==> config.mk <==
export PLATFORM = sky130hd
export DESIGN_NAME = dfr_div_round
export DESIGN_NICKNAME = d
export VERILOG_FILES = /design/src/rtl/dfr_pkg.sv /design/src/rtl/dfr_round_decide.sv /design/src/rtl/dfr_exc_flags.sv /design/src/rtl/dfr_nan_steer.sv /design/src/rtl/dfr_div_round.sv
export SDC_FILE = /design/constraint.sdc
export NUM_CORES = 1
export LEC_CHECK = 0
export BUFFER_PORTS_ARGS = -buffer_cell sky130_fd_sc_hd__clkbuf_2
export CAP_MARGIN = 10
export CORE_AREA = 2 2 188 190
export CTS_CLUSTER_SIZE = 28
export DETAILED_ROUTE_END_ITERATION = 16
export DIE_AREA = 0 0 190 192
export SLEW_MARGIN = 30
export SYNTH_ARGS = -nofsm -noshare
export SYNTH_HDL_FRONTEND = slang
export SYNTH_SLANG_ARGS = --single-unit
==> constraint.sdc <==
create_clock -name clk -period 1.7 [get_ports clk]
set_clock_uncertainty 0.1 [all_clocks]
set_input_delay 0.255 -clock clk [delete_from_list [all_inputs] [get_ports clk]]
set_output_delay 0.255 -clock clk [all_outputs]
set_load 0.1 [all_outputs]
==> src/rtl/dfr_pkg.sv <==
package dfr_pkg;

   typedef enum logic [2:0] {
      RM_TIES_EVEN = 3'd0,
      RM_TIES_AWAY = 3'd1,
      RM_TO_POS    = 3'd2,
      RM_TO_NEG    = 3'd3,
      RM_TO_ZERO   = 3'd4
   } rmode_e;

   typedef struct packed {
      logic zero;
      logic inf;
      logic qnan;
      logic snan;
   } opclass_t;

   typedef struct packed {
      logic invalid;
      logic divzero;
      logic overflow;
      logic underflow;
      logic inexact;
      logic infinity;
   } exc_t;

   function automatic logic is_nan(opclass_t c);
      return c.qnan | c.snan;
   endfunction

   function automatic logic is_finite(opclass_t c);
      return ~(c.inf | c.qnan | c.snan);
   endfunction

endpackage

==> src/rtl/dfr_round_decide.sv <==
module dfr_round_decide
   import dfr_pkg::*;
#(
   parameter int NDIG = 16,
   localparam int SW = 4 * NDIG
) (
   input  logic [2:0]    mode,
   input  logic          sign,
   input  logic [3:0]    rdig,
   input  logic          sticky,
   input  logic [SW-1:0] quot,
   input  logic [SW-1:0] quot_inc,
   output logic          inexact,
   output logic [SW-1:0] sel_sig
);

   logic rnz, above_half, at_half, lsd_odd, bump;

   assign rnz        = (rdig != 4'd0);
   assign above_half = (rdig > 4'd5);
   assign at_half    = (rdig == 4'd5);
   assign lsd_odd    = quot[0];
   assign inexact    = rnz | sticky;

   always_comb begin
      unique case (rmode_e'(mode))
         RM_TIES_EVEN: bump = above_half | (at_half & (sticky | lsd_odd));
         RM_TIES_AWAY: bump = above_half | at_half;
         RM_TO_POS:    bump = ~sign & inexact;
         RM_TO_NEG:    bump = sign & inexact;
         default:      bump = 1'b0;
      endcase
   end

   for (genvar d = 0; d < NDIG; d++) begin : g_digit
      assign sel_sig[4*d +: 4] = bump ? quot_inc[4*d +: 4] : quot[4*d +: 4];
   end

endmodule

==> src/rtl/dfr_exc_flags.sv <==
module dfr_exc_flags
   import dfr_pkg::*;
(
   input  opclass_t a,
   input  opclass_t b,
   input  logic     ovf,
   input  logic     unf,
   input  logic     inexact,
   output exc_t     flags
);

   logic any_nan, dz;

   assign any_nan = is_nan(a) | is_nan(b);
   assign dz      = b.zero & is_finite(a) & ~a.zero;

   always_comb begin
      flags.invalid   = (a.zero & b.zero) | (a.inf & b.inf) | any_nan;
      flags.divzero   = dz;
      flags.overflow  = ovf;
      flags.underflow = unf;
      flags.inexact   = inexact;
      flags.infinity  = ovf | dz | (a.inf & is_finite(b));
   end

endmodule

==> src/rtl/dfr_nan_steer.sv <==
module dfr_nan_steer
   import dfr_pkg::*;
#(
   parameter int NDIG     = 16,
   parameter int NAN_PICK = 0,
   localparam int SW = 4 * NDIG
) (
   input  opclass_t      a,
   input  opclass_t      b,
   input  logic [SW-1:0] a_sig,
   input  logic [SW-1:0] b_sig,
   output logic [SW-1:0] fwd_a,
   output logic [SW-1:0] fwd_b
);

   localparam logic [SW-1:0] UNITY = SW'(1);

   logic any_nan, take_b;

   assign any_nan = is_nan(a) | is_nan(b);

   if (NAN_PICK == 0) begin : g_dividend_first
      assign take_b = is_nan(b) & ~is_nan(a);
   end else begin : g_signalling_first
      assign take_b = (b.snan & ~a.snan) | (is_nan(b) & ~is_nan(a));
   end

   assign fwd_a = take_b ? b_sig : a_sig;
   assign fwd_b = any_nan ? UNITY : b_sig;

endmodule

==> src/rtl/dfr_div_round.sv <==
module dfr_div_round
   import dfr_pkg::*;
#(
   parameter int NDIG     = 16,
   parameter int NAN_PICK = 0,
   localparam int SW = 4 * NDIG
) (
   input  logic          clk,
   input  logic          rst_n,
   input  logic          in_valid,
   input  logic          in_sign,
   input  logic [3:0]    in_rdig,
   input  logic          in_sticky,
   input  logic [SW-1:0] in_quot,
   input  logic [SW-1:0] in_quot_inc,
   input  logic [2:0]    in_mode,
   input  logic          dvd_zero,
   input  logic          dvd_inf,
   input  logic          dvd_qnan,
   input  logic          dvd_snan,
   input  logic          dvs_zero,
   input  logic          dvs_inf,
   input  logic          dvs_qnan,
   input  logic          dvs_snan,
   input  logic          in_ovf,
   input  logic          in_unf,
   input  logic [SW-1:0] dvd_sig,
   input  logic [SW-1:0] dvs_sig,
   output logic [SW-1:0] steer_dvd,
   output logic [SW-1:0] steer_dvs,
   output logic          out_valid,
   output logic [SW-1:0] out_sig,
   output logic          f_invalid,
   output logic          f_divzero,
   output logic          f_overflow,
   output logic          f_underflow,
   output logic          f_inexact,
   output logic          f_infinity
);

   if (NDIG < 1 || NDIG > 34) begin : g_bad_ndig
      $error("dfr_div_round: NDIG must lie in 1..34");
   end
   if (NAN_PICK != 0 && NAN_PICK != 1) begin : g_bad_pick
      $error("dfr_div_round: NAN_PICK must be 0 or 1");
   end

   opclass_t cls_a, cls_b;
   assign cls_a = '{zero: dvd_zero, inf: dvd_inf, qnan: dvd_qnan, snan: dvd_snan};
   assign cls_b = '{zero: dvs_zero, inf: dvs_inf, qnan: dvs_qnan, snan: dvs_snan};

   logic          inexact_c;
   logic [SW-1:0] sig_c;
   exc_t          flags_c, flags_q;

   dfr_round_decide #(.NDIG(NDIG)) i_round (
      .mode     (in_mode),
      .sign     (in_sign),
      .rdig     (in_rdig),
      .sticky   (in_sticky),
      .quot     (in_quot),
      .quot_inc (in_quot_inc),
      .inexact  (inexact_c),
      .sel_sig  (sig_c)
   );

   dfr_exc_flags i_exc (
      .a       (cls_a),
      .b       (cls_b),
      .ovf     (in_ovf),
      .unf     (in_unf),
      .inexact (inexact_c),
      .flags   (flags_c)
   );

   dfr_nan_steer #(.NDIG(NDIG), .NAN_PICK(NAN_PICK)) i_steer (
      .a     (cls_a),
      .b     (cls_b),
      .a_sig (dvd_sig),
      .b_sig (dvs_sig),
      .fwd_a (steer_dvd),
      .fwd_b (steer_dvs)
   );

   always_ff @(posedge clk or negedge rst_n) begin
      if (!rst_n) begin
         out_valid <= 1'b0;
         out_sig   <= '0;
         flags_q   <= '0;
      end else begin
         out_valid <= in_valid;
         if (in_valid) begin
            out_sig <= sig_c;
            flags_q <= flags_c;
         end
      end
   end

   assign f_invalid   = flags_q.invalid;
   assign f_divzero   = flags_q.divzero;
   assign f_overflow  = flags_q.overflow;
   assign f_underflow = flags_q.underflow;
   assign f_inexact   = flags_q.inexact;
   assign f_infinity  = flags_q.infinity;

endmodule

==> qor.yml <==
status: "finished with violations"
violations: "negative setup slack"
io_pins: 477
ys_seq_area_share_pct: 36.5
ys_ff_latch: 71
netlist_instances: 537
drive_gt1_share_pct: 66.0
crit_path_cell_trace: "buf_8, nor3_4, buf_12, buf_12, clkbuf_16, mux2_4, buf_12"
antenna_found_initial: 5
worst_slew_pin_slew_ps: 581
n_antenna_cell: 0
netSwitchingPower_w: 0.00435
hold_start: "in_unf"
worst-r2r-setup-slack_ps: 790
wl_per_cell_um: 19.5
synth_flop_cell: "dfrtp_1"
max_stage_delay_ps: 310
tns_ps: -12770
vdd.ir_drop.worst_v: 0.000793
cpMostUsedCell: "buf_12"
rows: 68
clk_pin_slew_worst_paths_ps: 60
power_w: 0.00894
antenna_left: 0
grt-ovfl-total: 0
gp_congestion: 0.880
grt_pass1_wl_um: 38100
crit_path_top_delay_cell: "mux2_4"
dp_cells: 1454
ys_types: 24
finalCritPeriodShare_pct: 111
cp.arrival_ps: 1530
pwr-share-comb_pct: 55.1
drv_cap: 0
holdPathStages: 2
r2r_start: "f_underflow"
die_h_um: 192
cts_sinks: 71
start_util_pct: 14.2
whs_ps: 36.0
route.detailed.drc: 0
seq_area_um2: 1780
port_buffers: 476
hold_path_end: "f_underflow"
ff2ff_path_depth: 1
stdcell_count: 1478
dp_hpwl_um: 22700
hp-class: "in -> reg"
synth_nets: 815
fmax_mhz: 530
synth_area_um2: 4870
crit_start: "dvd_qnan"
cts_buffers: 9
cp-end-kind: "output pin"
grt_pass1_vias: 5916
rsz0062_at_grt: "true"
clockPowerShare_pct: 22.4
setup_violations: 124
n_fill_cell: 3478
cts_max_path_buffers: 2
min_period_ps: 1890
p_leak_nw: 5.15
sw_frac_of_total_pct: 48.6
drt_first_pass_iters: 5
power_density_nw_per_um2: 820
synthArstFlopShare_pct: 100
cts.htree.levels: 3
clk-insertion-delay-late_ps: 350
p_int_w: 0.00459
core-area_um2: 34300
path_max_fanout: 7
die-width_um: 190
avgSynthCellArea_um2: 9.08
grt_usage_pct: 14.3
grt_max_degree: 129
hold_viol: 0
postLayoutSetupSlackWorst_ps: -188
slew_violations: 0
power_frac_seq_pct: 22.5
required_ps: 1340
vias: 6153
dieArea_um2: 36500
reg2reg_to: "f_underflow"
synth_edf_count: 0
syn_to_final_growth_pct: 124
multi_input_area_um2: 3230
cts_root_buf: "clkbuf_16"
drtIter0Drc: 229
critPathKind: "in -> out"
vias_per_cell: 4.16
finalNetCount: 1296
cts_tree: "built"
cp-start-kind: "input port"
drt_wl_total_um: 28800
synth_warnings: 0
slew_headroom_pct: 61.4
through the flow:
| step | util (%) | setup WS, ps | cell area, um^2 |
|---|---|---|---|
| after CTS | 31.3 | -171 | 10700 |
| after floorplan | - | -125 | 5270 |
| after global placement | 30.1 | -237 | 10300 |
| after global routing | 31.8 | -211 | 10900 |
| final | 31.8 | -188 | 10900 |
| after detailed placement | 30.1 | -293 | 10300 |
how the worst max path moves through the flow:
stage	endpoint	cells past startpoint	slack [ps]
4_1_cts	steer_dvd[45]	7	-170
2_1_floorplan	steer_dvs[10]	4	-130
6_report	steer_dvd[18]	7	-190
3_5_place_dp	out_sig[22]	6	-290
5_1_grt	steer_dvd[18]	7	-210
3_3_place_gp	out_sig[33]	6	-240
metal layers:
metal	vias to the layer above	global-route usage (%)	share of wire, %
li1	2890	-	-
met1	2829	15.1	36
met2	363	25.4	50
met3	65	3.96	8.3
met4	6	8.77	5.2
met5	-	0	0.14
cells in the mapped netlist, drive strengths merged (2+ instances only):
cell | number | area, um^2
clkbuf | 39 | 146
and2 | 63 | 394
nor4 | 3 | 18.8
nand2b | 2 | 12.5
mux2 | 67 | 754
o21ai | 64 | 320
dfrtp | 71 | 1780
or3b | 63 | 552
nor3b | 2 | 15.0
buf | 17 | 129
nor3 | 2 | 15.0
nor2 | 68 | 255
o21a | 2 | 15.0
a31oi | 64 | 400
a21oi | 2 | 10.0
inv | 2 | 7.51
cell type report:
class / count / area share [%]
sequential: 71 / 16.3
clock inverter: 3 / 0.367
tap: 455 / 5.22
multi-input combinational: 408 / 29.6
timing repair buffer: 526 / 45.9
inverter: 2 / 0.0689
clock buffer: 13 / 2.48
repair_timing:
action / 4_1_cts / 5_1_grt
gates resized for setup: 14 / 16
buffers inserted: 1 / 1
hold endpoints to repair: 71 / 0
gates cloned: 1 / 5
endpoints found under the setup margin: 126 / 133
hold buffers: 1 / 0
pin swaps: 1 / 1
sequential cells by signal, indices dropped and copies added (netlist names):
name / count
f_divzero: 1
out_valid: 1
out_sig: 64
f_underflow: 1
f_overflow: 1
f_inexact: 1
f_infinity: 1
f_invalid: 1
cell usage in the layout, fill, tap and decap left out, types with 2 or more instances in the layout:
| cell type | Yosys | layout |
|---|---|---|
| a21oi_1 | 2 | 2 |
| a31oi_1 | 64 | 64 |
| and2_2 | 0 | 10 |
| and2_4 | 0 | 53 |
| buf_12 | 0 | 138 |
| buf_16 | 0 | 2 |
| buf_4 | 0 | 30 |
| buf_6 | 7 | 6 |
| buf_8 | 0 | 4 |
| clkbuf_16 | 0 | 14 |
| clkbuf_2 | 0 | 340 |
| clkbuf_8 | 0 | 3 |
| clkinv_2 | 0 | 2 |
| dfrtp_1 | 71 | 71 |
| inv_1 | 2 | 2 |
| mux2_2 | 67 | 5 |
| mux2_4 | 0 | 62 |
| nand2b_1 | 2 | 2 |
| nor2_1 | 68 | 67 |
| nor3b_1 | 2 | 2 |
| nor4_1 | 3 | 2 |
| o21ai_0 | 64 | 64 |
| or3b_1 | 63 | 63 |
power by group through the flow:
stage / clock network [W] / registers, W / logic [W]
global placement: 0 / 0.00204 / 0.00481
global route: 0.00211 / 0.00204 / 0.00509
finish: 0.00200 / 0.00201 / 0.00492
floorplan: 0 / 0.00347 / 0.00182
detailed placement: 0 / 0.00203 / 0.00484
CTS: 0.00206 / 0.00201 / 0.00487
worst max-delay path: cells and delay by family:
kind	cells	cell delay [ps]
simple gates	1	210
mux	1	310
buf+inv	5	730
kinds of logic (layout without fill, tap and decap cells):
kind of cell           count (synthesis)  count (layout)  share of synthesized area (%)
flip-flops                            71              71                           36.5
AO/OA/AOI/OAI                        137             137                           16.2
buffers and inverters                 58             544                           5.80
AND/OR/NAND/NOR                      203             203                           25.9
multiplexers                          67              67                           15.5
XOR/XNOR                               1               1                          0.180
Note: power is estimated with default switching activity, not from simulation.
